**config.mk**
```make
export PLATFORM = sky130hd
export DESIGN_NAME = bayer_gain_steer
export DESIGN_NICKNAME = d
export VERILOG_FILES = /design/src/rtl/bgs_pkg.sv /design/src/rtl/bgs_sync_edge.sv /design/src/rtl/bgs_gain_bank.sv /design/src/rtl/bgs_steer.sv /design/src/rtl/bayer_gain_steer.sv
export SDC_FILE = /design/constraint.sdc
export NUM_CORES = 1
export LEC_CHECK = 0
export ABC_CLOCK_PERIOD_IN_PS = 2450
export BUFFER_PORTS_ARGS = -buffer_cell sky130_fd_sc_hd__buf_2
export CAP_MARGIN = 20
export CORE_MARGIN = 3
export CORE_UTILIZATION = 30
export CTS_CLUSTER_SIZE = 12
export DETAILED_ROUTE_END_ITERATION = 6
export PLACE_DENSITY = 0.49
export SETUP_SLACK_MARGIN = 0.05
export SLEW_MARGIN = 30
export SYNTH_ARGS = -nofsm -noshare
export SYNTH_HDL_FRONTEND = slang
export SYNTH_SLANG_ARGS = --single-unit
```
**constraint.sdc**
```tcl
create_clock -name clk -period 2.45 [get_ports clk]
set_input_delay 0.6125 -clock clk [delete_from_list [all_inputs] [get_ports clk]]
set_output_delay 0.6125 -clock clk [all_outputs]
set_load 0.02 [all_outputs]
```
**src/rtl/bgs_pkg.sv**
```systemverilog
package bgs_pkg;
  localparam int MODE_W = 3;
  localparam int NREG   = 4;
  localparam int IDX_W  = $clog2(NREG);

  typedef enum logic [MODE_W-1:0] {
    STEER_OFF  = 3'd0,
    STEER_PROG = 3'd1,
    STEER_INTL = 3'd2
  } steer_mode_e;
endpackage

```
**src/rtl/bgs_sync_edge.sv**
```systemverilog
// Multi-bit synchronizer; each bit gets its own flop chain plus a history flop
// so the caller can form whichever edges it needs.
module bgs_sync_edge #(
  parameter int       N       = 3,
  parameter int       STAGES  = 2,
  parameter logic [N-1:0] RST_VAL = '1
) (
  input  logic         clk,
  input  logic         rst_n,
  input  logic [N-1:0] din,
  output logic [N-1:0] cur,
  output logic [N-1:0] prev
);
  for (genvar b = 0; b < N; b++) begin : g_bit
    logic [STAGES-1:0] chain_q;
    logic              hist_q;

    always_ff @(posedge clk or negedge rst_n) begin
      if (!rst_n) begin
        chain_q <= {STAGES{RST_VAL[b]}};
        hist_q  <= RST_VAL[b];
      end else begin
        chain_q <= {chain_q[STAGES-2:0], din[b]};
        hist_q  <= chain_q[STAGES-1];
      end
    end

    assign cur[b]  = chain_q[STAGES-1];
    assign prev[b] = hist_q;
  end
endmodule

```
**src/rtl/bgs_gain_bank.sv**
```systemverilog
// Shadow and committed gain registers; commit happens at a line start.
module bgs_gain_bank #(
  parameter int GAIN_W = 6,
  parameter int NREG   = 4,
  localparam int AW    = $clog2(NREG)
) (
  input  logic                         clk,
  input  logic                         rst_n,
  input  logic                         wr_en,
  input  logic [AW-1:0]                wr_addr,
  input  logic [GAIN_W-1:0]            wr_data,
  input  logic                         commit,
  output logic [NREG-1:0][GAIN_W-1:0]  live
);
  logic [NREG-1:0][GAIN_W-1:0] shadow_q, shadow_d;
  logic [NREG-1:0][GAIN_W-1:0] live_q;

  always_comb begin
    shadow_d = shadow_q;
    for (int i = 0; i < NREG; i++) begin
      if (wr_en && (wr_addr == AW'(i))) shadow_d[i] = wr_data;
    end
  end

  always_ff @(posedge clk or negedge rst_n) begin
    if (!rst_n) begin
      shadow_q <= '0;
    end else begin
      shadow_q <= shadow_d;
    end
  end

  // Clock enable: committed set loads only on a line start.
  always_ff @(posedge clk or negedge rst_n) begin
    if (!rst_n) begin
      live_q <= '0;
    end else if (commit) begin
      live_q <= shadow_q;
    end
  end

  assign live = live_q;
endmodule

```
**src/rtl/bgs_steer.sv**
```systemverilog
// Line-type and pixel-phase sequencer.
module bgs_steer
  import bgs_pkg::*;
(
  input  logic              clk,
  input  logic              rst_n,
  input  logic [MODE_W-1:0] mode,
  input  logic              hs_fall,
  input  logic              vs_fall,
  input  logic              fs_fall,
  input  logic              fs_rise,
  input  logic              fs_lvl,
  output logic [IDX_W-1:0]  sel
);
  logic line_q, line_d;
  logic phase_q, phase_d;
  logic hold_q, hold_d;   // vertical restart seen, next line keeps "01"

  always_comb begin
    line_d  = line_q;
    phase_d = ~phase_q;
    hold_d  = hold_q;
    unique case (steer_mode_e'(mode))
      STEER_PROG: begin
        if (vs_fall) begin
          line_d = 1'b0;
          hold_d = ~hs_fall;
        end else if (hs_fall) begin
          line_d = hold_q ? 1'b0 : ~line_q;
          hold_d = 1'b0;
        end
        if (hs_fall) phase_d = 1'b0;
      end
      STEER_INTL: begin
        hold_d = 1'b0;
        if (fs_fall || fs_rise || hs_fall) line_d = fs_lvl;
        if (hs_fall) phase_d = 1'b0;
      end
      default: begin
        line_d  = 1'b0;
        phase_d = 1'b0;
        hold_d  = 1'b0;
      end
    endcase
  end

  always_ff @(posedge clk or negedge rst_n) begin
    if (!rst_n) begin
      line_q  <= 1'b0;
      phase_q <= 1'b0;
      hold_q  <= 1'b0;
    end else begin
      line_q  <= line_d;
      phase_q <= phase_d;
      hold_q  <= hold_d;
    end
  end

  assign sel = {line_q, phase_q};
endmodule

```
**src/rtl/bayer_gain_steer.sv**
```systemverilog
module bayer_gain_steer
  import bgs_pkg::*;
#(
  parameter int GAIN_W      = 6,
  parameter int SYNC_STAGES = 2
) (
  input  logic              clk,
  input  logic              rst_n,
  input  logic              hsync_i,
  input  logic              vsync_i,
  input  logic              fsync_i,
  input  logic [MODE_W-1:0] mode_i,
  input  logic              wr_en,
  input  logic [IDX_W-1:0]  wr_addr,
  input  logic [GAIN_W-1:0] wr_data,
  output logic [GAIN_W-1:0] gain_o,
  output logic [IDX_W-1:0]  sel_o
);
  localparam int NSYNC = 3;  // bit 0 hsync, 1 vsync, 2 fsync

  // Reset: asserted asynchronously, released on the clock.
  logic [1:0] rst_pipe_q;
  logic       rst_ok;
  always_ff @(posedge clk or negedge rst_n) begin
    if (!rst_n) rst_pipe_q <= 2'b00;
    else        rst_pipe_q <= {rst_pipe_q[0], 1'b1};
  end
  assign rst_ok = rst_pipe_q[1];

  logic [NSYNC-1:0] sy_cur, sy_prev;
  bgs_sync_edge #(
    .N      (NSYNC),
    .STAGES (SYNC_STAGES),
    .RST_VAL('1)
  ) u_sync (
    .clk  (clk),
    .rst_n(rst_ok),
    .din  ({fsync_i, vsync_i, hsync_i}),
    .cur  (sy_cur),
    .prev (sy_prev)
  );

  logic hs_fall, vs_fall, fs_fall, fs_rise, fs_lvl;
  assign hs_fall = sy_prev[0] & ~sy_cur[0];
  assign vs_fall = sy_prev[1] & ~sy_cur[1];
  assign fs_fall = sy_prev[2] & ~sy_cur[2];
  assign fs_rise = ~sy_prev[2] & sy_cur[2];
  assign fs_lvl  = sy_cur[2];

  logic [NREG-1:0][GAIN_W-1:0] gain_live;
  bgs_gain_bank #(
    .GAIN_W(GAIN_W),
    .NREG  (NREG)
  ) u_bank (
    .clk    (clk),
    .rst_n  (rst_ok),
    .wr_en  (wr_en),
    .wr_addr(wr_addr),
    .wr_data(wr_data),
    .commit (hs_fall),
    .live   (gain_live)
  );

  logic [IDX_W-1:0] sel_w;
  bgs_steer u_steer (
    .clk    (clk),
    .rst_n  (rst_ok),
    .mode   (mode_i),
    .hs_fall(hs_fall),
    .vs_fall(vs_fall),
    .fs_fall(fs_fall),
    .fs_rise(fs_rise),
    .fs_lvl (fs_lvl),
    .sel    (sel_w)
  );

  assign sel_o  = sel_w;
  assign gain_o = gain_live[sel_w];
endmodule

```
==> flow_metrics.py, run 1 <==
metrics = {
    "synthesis": {
        "synth-edff-count": 0,
        "synth-compound-area-share_pct": 2.68,
        "ys.flop_type": "dfrtp_1",
        "yosysWarnings": 0,
        "syn-mean-instance-area_um2": 17.0,
        "synth_nets": 163,
        "synthSimpleGateAreaFrac_pct": 4.15,
        "synth_fa_ha_area_share_pct": 0,
        "synth_area_leader_cell": "dfrtp_1",
        "postSynth.asyncResetShare_pct": 100,
        "synthTopCellsByArea": "dfrtp_1 (54%), mux2_2 (22%), dfstp_2 (9.6%)",
        "synth-xor-area-share_pct": 0.354,
        "synth_top_cell_area_share_pct": 53.6,
        "yosysUniqueCellTypes": 23,
        "netlist_area_mm2": 0.00247,
        "synth.most_common_cell": "dfrtp_1",
        "synth_top_family_by_area": "multiplexers",
        "muxShareOfSynthArea_pct": 27.3,
        "synthCells": 146,
        "ys_ff_latch": 62,
        "ys_top_cells_by_count": "dfrtp_1 (53), mux2_2 (48), dfstp_2 (9), mux4_2 (6), nor2_1 (4)",
        "ys_seq_area_share_pct": 63.1,
    },
    "die": {
        "start_util_pct": 31.5,
        "die_y_um": 96.8,
        "ioPinCount": 25,
        "core_area_mm2": 0.00785,
        "die-width_um": 96.8,
        "die_area_mm2": 0.00938,
        "row_count": 32,
    },
    "grt": {
        "grt_max_degree": 43,
        "grt_pass1_wl_um": 7660,
        "track_usage_pct": 10.5,
        "first_global_vias": 1496,
        "overflow": 0,
        "antenna_found_initial": 0,
    },
    "routing": {
        "dr_total_vias": 1286,
        "drt-initial-drc-count": 28,
        "drc_errors": 0,
        "via_per_inst": 4.54,
        "antenna_left": 0,
        "wl_um": 4410,
        "drtPass1Iterations": 4,
        "wl_per_cell_um": 15.6,
    },
    "critical_path": {
        "r2r-end": "u_bank.live[1]$_DFFE_PN0P_",
        "cp.arrival_ps": 1640,
        "cp_slowest_cell": "dfrtp_2",
        "worstSetupPathType": "reg2out",
        "r2r_cells": 3,
        "crit_start": "u_steer.phase_q$_DFF_PN0_",
        "crit_end": "gain_o[2]",
        "cp.required_ps": 1840,
        "cp_max_fo": 8,
        "r2r_start": "u_sync.g_bit[0].hist_q$_DFF_PN1_",
        "slowest_delay_ps": 570,
        "cp_cell_sequence": "mux4_2 -> buf_2",
        "cp-start-kind": "flip-flop",
        "crit_path_end_kind": "output port",
        "rrSetupSlack_ps": 940,
    },
    "cts": {
        "cts.sink_count": 62,
        "clk_pin_slew_ps": 70,
        "clockRootBuffer": "clkbuf_8",
        "h-tree-depth": 3,
        "numCtsBuffers": 9,
        "worstSkewPairLatency_ps": 320,
        "cts_tree": "built",
        "clock_path_buffers": 2,
    },
    "sta": {
        "rsz0062_at_grt": "no",
        "worst_pin_slew_ps": 525,
        "hold_viol": 0,
        "slew_headroom_pct": 65.0,
        "setup_viol": 0,
        "fin_skew_ps": 7.90,
        "slew_viol_final": 0,
        "period_needed_ps": 2250,
        "fin_crit_sh_pct": 91.7,
        "fmax_ghz": 0.445,
        "setup_tns_ps": 0,
    },
    "layout": {
        "area_growth_pct": 16.0,
        "antenna_cells": 0,
        "nNetsFinal": 193,
        "layout-drive-gt1-share_pct": 60.8,
        "final_core_util_pct": 36.6,
        "fillers": 804,
    },
    "placed_design": {
        "io_buffers": 24,
        "dp_hpwl_um": 3020,
        "gp_congestion": 0.725,
    },
    "run": {
        "maxCapViolCount": 0,
    },
    "pwr": {
        "p_leak_nw": 1.21,
        "power_density_mw_per_mm2": 884,
        "ir_drop_mv": 0.303,
    },
    "worst_hold_path": {
        "hp-class": "in2async",
    },
    "run_status": {
        "outcome": "finished, final reports clean",
    },
}
==> cells in the final DEF (no fill, tap or decap) <==
cell,n
dfrtp_1,51
mux2_2,48
buf_2,24
clkbuf_8,12
dfstp_2,9
mux4_2,6
nor2_1,4
nand2b_1,3
clkbuf_1,3
nand3_1,2
nand3b_2,2
o21ai_0,2
buf_4,2
dfrtp_2,2
nor2b_4,1
a2111oi_2,1
nor3b_4,1
nand2_1,1
xor2_1,1
o22ai_1,1
a22oi_1,1
inv_1,1
a2111oi_4,1
clkinv_2,1
conb_1,1
==> logic make-up after synthesis <==
logic type      count (synthesis)
other cells                     1
mux                            54
xor+xnor                        1
simple gates                   14
buf+inv                         8
flops                          62
compound gates                  6
==> report_power, final <==
part / switching, mW / leakage, nW / internal (mW)
registers: 0.109 / 0.726 / 1.23
logic: 0.165 / 0.395 / 0.236
clock network: 0.347 / 0.0937 / 0.450
==> sequential cells by signal (all words and copies together) (netlist names) <==
| register | count |
|---|---|
| rst_pipe_q | 2 |
| u_steer.hold_q | 1 |
| u_bank.shadow_q | 24 |
| u_bank.live | 24 |
| u_sync.g_bit.chain_q | 6 |
| u_steer.phase_q | 1 |
| u_sync.g_bit.hist_q | 3 |
| u_steer.line_q | 1 |
==> how the worst min path moves through the flow <==
stage	from	slack, ps	end	cells past startpoint
2_1_floorplan	rst_n	320	rst_pipe_q[0]$_DFF_PN0_	0
3_3_place_gp	rst_pipe_q[1]$_DFF_PN0_	190	u_bank.live[9]$_DFFE_PN0P_	0
3_5_place_dp	rst_pipe_q[1]$_DFF_PN0_	210	u_bank.live[15]$_DFFE_PN0P_	0
4_1_cts	rst_n	50	rst_pipe_q[1]$_DFF_PN0_	1
5_1_grt	rst_n	50	rst_pipe_q[0]$_DFF_PN0_	1
6_report	rst_n	70	rst_pipe_q[1]$_DFF_PN0_	1
==> through the flow <==
step	power (mW)	setup WS [ps]	hold slack, ps	area (um^2)	instances
after global placement	1.74	370	193	2690	267
final	2.54	202	66.4	2870	283
after detailed placement	1.77	346	206	2690	267
after CTS	2.59	171	48.0	2870	283
after global routing	2.70	138	47.9	2870	283
after floorplan	1.64	612	317	2470	146
==> timing repair <==
| item | 4_1_cts | 5_1_grt |
|---|---|---|
| buffers inserted | 0 | 0 |
| endpoints found under the hold margin | 0 | 0 |
| hold buffers | 0 | 0 |
| endpoints found under the setup margin | 6 | 0 |
| resized for setup | 1 | 0 |
==> critical path: cells and delay by family (launching register included) <==
family   cells  cell delay (ps)
flops        1              570
buf+inv      1              180
mux          1              560
==> final cells by class <==
class                           instances  area [um^2]  area share, %
Clock buffer                           15          176           6.15
Inverter                                1         3.75          0.131
Timing Repair Buffer                   26          135           4.71
Clock inverter                          1         5.00          0.174
Sequential cell                        62         1570           54.5
Tap cell                              102          128           4.45
Multi-Input combinational cell         76          857           29.9
==> routing by layer <==
layer  track usage, %  part of all wire, %  vias to the layer above
li1                 -                    -                      586
met1             14.2                   48                      663
met2             15.3                   45                       28
met3             3.17                  5.2                        9
met4             5.51                  1.7                        0
met5                0                    0                        -
(Power assumes the default switching activity.)
==> run 2: changes to the inputs <==
Settings changed: CTS_BUF_LIST from default to sky130_fd_sc_hd__clkbuf_2.
==> flow_metrics.py, run 2 (same netlist as run 1, synthesis figures left out) <==
metrics = {
    "critical_path": {
        "crit_start": "u_steer.phase_q$_DFF_PN0_",
        "cp_max_fo": 8,
        "crit_cells": 2,
        "cp_cell_sequence": "mux4_2 -> buf_6",
        "r2r-end": "u_bank.live[1]$_DFFE_PN0P_",
        "cp_slowest_cell": "dfrtp_4",
        "crit_family": "flip-flops",
        "cp.arrival_ps": 1730,
        "worstSetupPathType": "reg2out",
        "r2r_cells": 3,
        "cp-start-kind": "flip-flop",
        "slowest_delay_ps": 580,
        "rrSetupSlack_ps": 930,
        "r2r_start": "u_sync.g_bit[0].hist_q$_DFF_PN1_",
        "cp.required_ps": 1840,
        "critical_path.n_buffers_inverters": 1,
        "crit_path_end_kind": "output port",
    },
    "cts": {
        "clock_path_buffers": 2,
        "cts.sink_count": 62,
        "worstSkewPairLatency_ps": 440,
        "numCtsBuffers": 9,
        "post-cts-setup-buffer-count": 0,
        "clockRootBuffer": "clkbuf_2",
        "clk_pin_slew_ps": 160,
        "h-tree-depth": 3,
        "cts_tree": "built",
    },
    "die": {
        "core_area_mm2": 0.00785,
        "die_y_um": 96.8,
        "ioPinCount": 25,
        "die_area_mm2": 0.00938,
        "start_util_pct": 31.5,
        "die-width_um": 96.8,
        "row_count": 32,
    },
    "layout": {
        "fin_area_mm2": 0.00282,
        "mostFrequentLayoutCells": "dfrtp_1 (51), mux2_2 (48), buf_2 (18)",
        "final_core_util_pct": 35.9,
        "layout_commonest_cell": "dfrtp_1",
        "area_growth_pct": 13.8,
        "antenna_cells": 0,
        "layout-drive-gt1-share_pct": 60.4,
        "nNetsFinal": 194,
        "fin_cells": 284,
    },
    "routing": {
        "via_per_inst": 4.46,
        "drt-initial-drc-count": 40,
        "dr_total_vias": 1267,
        "drtPass1Iterations": 4,
        "drc_errors": 0,
        "wl_per_cell_um": 15.6,
        "antenna_left": 0,
        "wl_um": 4430,
    },
    "sta": {
        "hold_viol": 0,
        "period_needed_ps": 2350,
        "worst_pin_slew_ps": 524,
        "whs_ps": 187,
        "rsz0062_at_grt": "yes",
        "fmax_ghz": 0.426,
        "slew_viol_final": 0,
        "slew_headroom_pct": 65.1,
        "setup_viol": 0,
        "fin_skew_ps": 19.1,
        "fin_crit_sh_pct": 95.8,
    },
    "pwr": {
        "p_leak_nw": 1.20,
        "report.power.total_mw": 2.25,
        "power_density_mw_per_mm2": 798,
        "ir_drop_mv": 0.300,
    },
    "run_status": {
        "outcome": "finished, final reports clean",
    },
    "grt": {
        "first_global_vias": 1502,
        "overflow": 0,
        "antenna_found_initial": 0,
        "grt_max_degree": 43,
        "track_usage_pct": 10.7,
        "grt_pass1_wl_um": 7690,
    },
    "worst_hold_path": {
        "hp-class": "reg2async",
    },
    "placed_design": {
        "postPlaceCellArea_mm2": 0.00269,
        "io_buffers": 24,
        "gp_congestion": 0.725,
        "dp_cells": 267,
        "dp_hpwl_um": 3020,
    },
    "run": {
        "maxCapViolCount": 0,
    },
}
==> run 2: area by class of cell <==
cell class	instances	area, um^2
clock inverters	4	16.3
repair buffers	27	183
inverters	1	3.75
fillers	801	5030
clock buffers	12	60.1
well taps	102	128
flip-flops and latches	62	1570
multi-input cells	76	857
==> run 2: stage by stage <==
step | setup TNS [ps] | setup WS, ps
finish | 0 | 103
global route | -65.1 | -17.9
CTS | -24.9 | -15.7
detailed placement | 0 | 346
global placement | 0 | 370
floorplan | 0 | 612
==> run 2: worst max path at each step <==
stage                                 end
2_1_floorplan  u_bank.live[0]$_DFFE_PN0P_
3_3_place_gp                    gain_o[5]
3_5_place_dp                    gain_o[2]
4_1_cts                         gain_o[2]
5_1_grt                         gain_o[3]
6_report                        gain_o[2]
==> run 2: metal layers <==
layer  global-route usage, %  vias to the layer above  part of all wire [%]
met3                    3.53                        5                   5.0
met4                    5.83                        0                   1.2
li1                        -                      585                     -
met1                    14.2                      650                    48
met5                       0                        -                     0
met2                    15.4                       27                    46
==> run 2: repair_timing <==
| action | CTS | global route |
|---|---|---|
| hold buffers | 1 | 0 |
| endpoints found under the hold margin | 2 | 0 |
| resized for setup | 13 | 1 |
| pin swaps | 0 | 0 |
| cloned | 0 | 0 |
| endpoints found under the setup margin | 6 | 6 |
==> run 2: report_power, final <==
| group | total [mW] | internal, mW | switching [mW] |
|---|---|---|---|
| Clock | 0.459 | 0.136 | 0.323 |
| Combinational | 0.452 | 0.278 | 0.174 |
| Sequential | 1.34 | 1.23 | 0.110 |
| Total | 2.25 | 1.64 | 0.607 |
==> run 3: changes to the inputs <==
Settings changed: CORE_ASPECT_RATIO from default to 1.2, PLACE_DENSITY 0.49 to 0.5, SKIP_CTS_REPAIR_TIMING from default to 1.
==> flow_metrics.py, run 3 (same netlist as run 1, synthesis figures left out) <==
metrics = {
    "grt": {
        "grt_pass1_wl_um": 7260,
        "grt_max_degree": 35,
        "antenna_found_initial": 1,
        "overflow": 0,
        "first_global_vias": 1498,
        "track_usage_pct": 10.7,
    },
    "layout": {
        "layout-drive-gt1-share_pct": 61.4,
        "layout_commonest_cell": "dfrtp_1",
        "fin_area_mm2": 0.00285,
        "nNetsFinal": 196,
        "area_growth_pct": 15.0,
        "mostFrequentLayoutCells": "dfrtp_1 (51), mux2_2 (48), buf_2 (18)",
    },
    "placed_design": {
        "gp_congestion": 0.710,
        "dp_hpwl_um": 3030,
        "postPlaceCellArea_mm2": 0.00268,
        "io_buffers": 24,
    },
    "pwr": {
        "p_leak_nw": 1.21,
        "power_density_mw_per_mm2": 831,
        "ir_drop_mv": 0.200,
    },
    "die": {
        "core_area_mm2": 0.00784,
        "start_util_pct": 31.6,
        "die-width_um": 88.9,
        "row_count": 35,
        "die_y_um": 105,
        "ioPinCount": 25,
        "die_area_mm2": 0.00938,
    },
    "sta": {
        "hold_viol": 0,
        "worst_pin_slew_ps": 704,
        "whs_ps": 238,
        "rsz0062_at_grt": "yes",
        "fmax_ghz": 0.424,
        "fin_skew_ps": 19.6,
        "slew_viol_final": 0,
        "period_needed_ps": 2360,
        "slew_headroom_pct": 53.1,
        "fin_crit_sh_pct": 96.3,
        "setup_viol": 0,
    },
    "cts": {
        "clockRootBuffer": "clkbuf_2",
        "numCtsBuffers": 9,
        "clock_path_buffers": 2,
        "clk_pin_slew_ps": 160,
        "worstSkewPairLatency_ps": 460,
        "h-tree-depth": 3,
        "cts_tree": "built",
        "cts.sink_count": 62,
    },
    "critical_path": {
        "cp_cell_sequence": "mux4_2 -> buf_6",
        "cp.arrival_ps": 1750,
        "cp-start-kind": "flip-flop",
        "cp_max_fo": 8,
        "cp.required_ps": 1840,
        "crit_path_end_kind": "output port",
        "rrSetupSlack_ps": 910,
        "r2r_cells": 3,
        "r2r-end": "u_bank.live[16]$_DFFE_PN0P_",
        "cp_slowest_cell": "mux4_2",
        "r2r_start": "u_sync.g_bit[0].hist_q$_DFF_PN1_",
        "crit_start": "u_steer.phase_q$_DFF_PN0_",
        "slowest_delay_ps": 570,
        "worstSetupPathType": "reg2out",
        "crit_end": "gain_o[2]",
    },
    "worst_hold_path": {
        "hp-start": "vsync_i",
        "hp-class": "in2reg",
    },
    "routing": {
        "drtPass1Iterations": 2,
        "wl_per_cell_um": 15.8,
        "drt-initial-drc-count": 45,
        "dr_total_vias": 1305,
        "drc_errors": 0,
        "via_per_inst": 4.71,
        "wl_um": 4370,
        "antenna_left": 0,
    },
    "run": {
        "maxCapViolCount": 0,
    },
    "run_status": {
        "outcome": "finished, final reports clean",
    },
}
[run 3: changes by cell type in the layout (fill, tap and decap cells not counted), sizes merged]
| cell | delta |
|---|---|
| clkinv | -1 |
| diode | +1 |
| bufinv | +1 |
| clkinvlp | +1 |
| buf | +2 |
| clkbuf | -1 |
[run 3: layout make-up]
type                       count  area [um^2]
antenna                        1         2.50
clock inverter                 5         50.0
fill                         745         4990
timing repair buffer          29          198
clock buffer                  11         55.1
tap                           92          115
multi-input combinational     76          857
sequential                    62         1570
inverter                       1         3.75
[run 3: worst min path at each step]
stage | end | slack [ps] | cells past startpoint
after floorplan | rst_pipe_q[0]$_DFF_PN0_ | 320 | 0
after global placement | u_bank.live[3]$_DFFE_PN0P_ | 320 | 0
after detailed placement | u_bank.live[9]$_DFFE_PN0P_ | 350 | 0
after CTS | rst_pipe_q[1]$_DFF_PN0_ | -130 | 1
after global routing | u_sync.g_bit[1].chain_q[0]$_DFF_PN1_ | 180 | 1
final | u_sync.g_bit[1].chain_q[0]$_DFF_PN1_ | 240 | 1
[run 3: critical path, delay by kind of cell (launching register included)]
family | cells | cell delay [ps]
muxes | 1 | 570
DFF | 1 | 560
buffers and inverters | 1 | 150
[run 3: layer usage]
metal	vias to the layer above	routed length, um	GRT usage, %
met5	-	0	0
met4	0	94	5.40
met3	6	178	3.91
met2	21	2320	17.5
met1	686	1780	12.1
li1	592	-	-
[run 3: power breakdown]
part           switching [mW]  internal [mW]  total (mW)
Sequential              0.112           1.23        1.34
Clock                   0.339          0.236       0.576
Combinational           0.171          0.280       0.451
Total                   0.622           1.74        2.36
[run 3: per-stage QoR]
step	total power, mW	setup WS, ps	std cells	TNS (ps)	util (%)
floorplan	1.64	612	146	0	-
global placement	1.74	360	258	0	34.2
detailed placement	1.77	383	258	0	34.2
CTS	2.35	-193	274	-1040	35.6
global route	2.50	-34.7	277	-134	36.3
finish	2.36	90.7	277	0	36.3
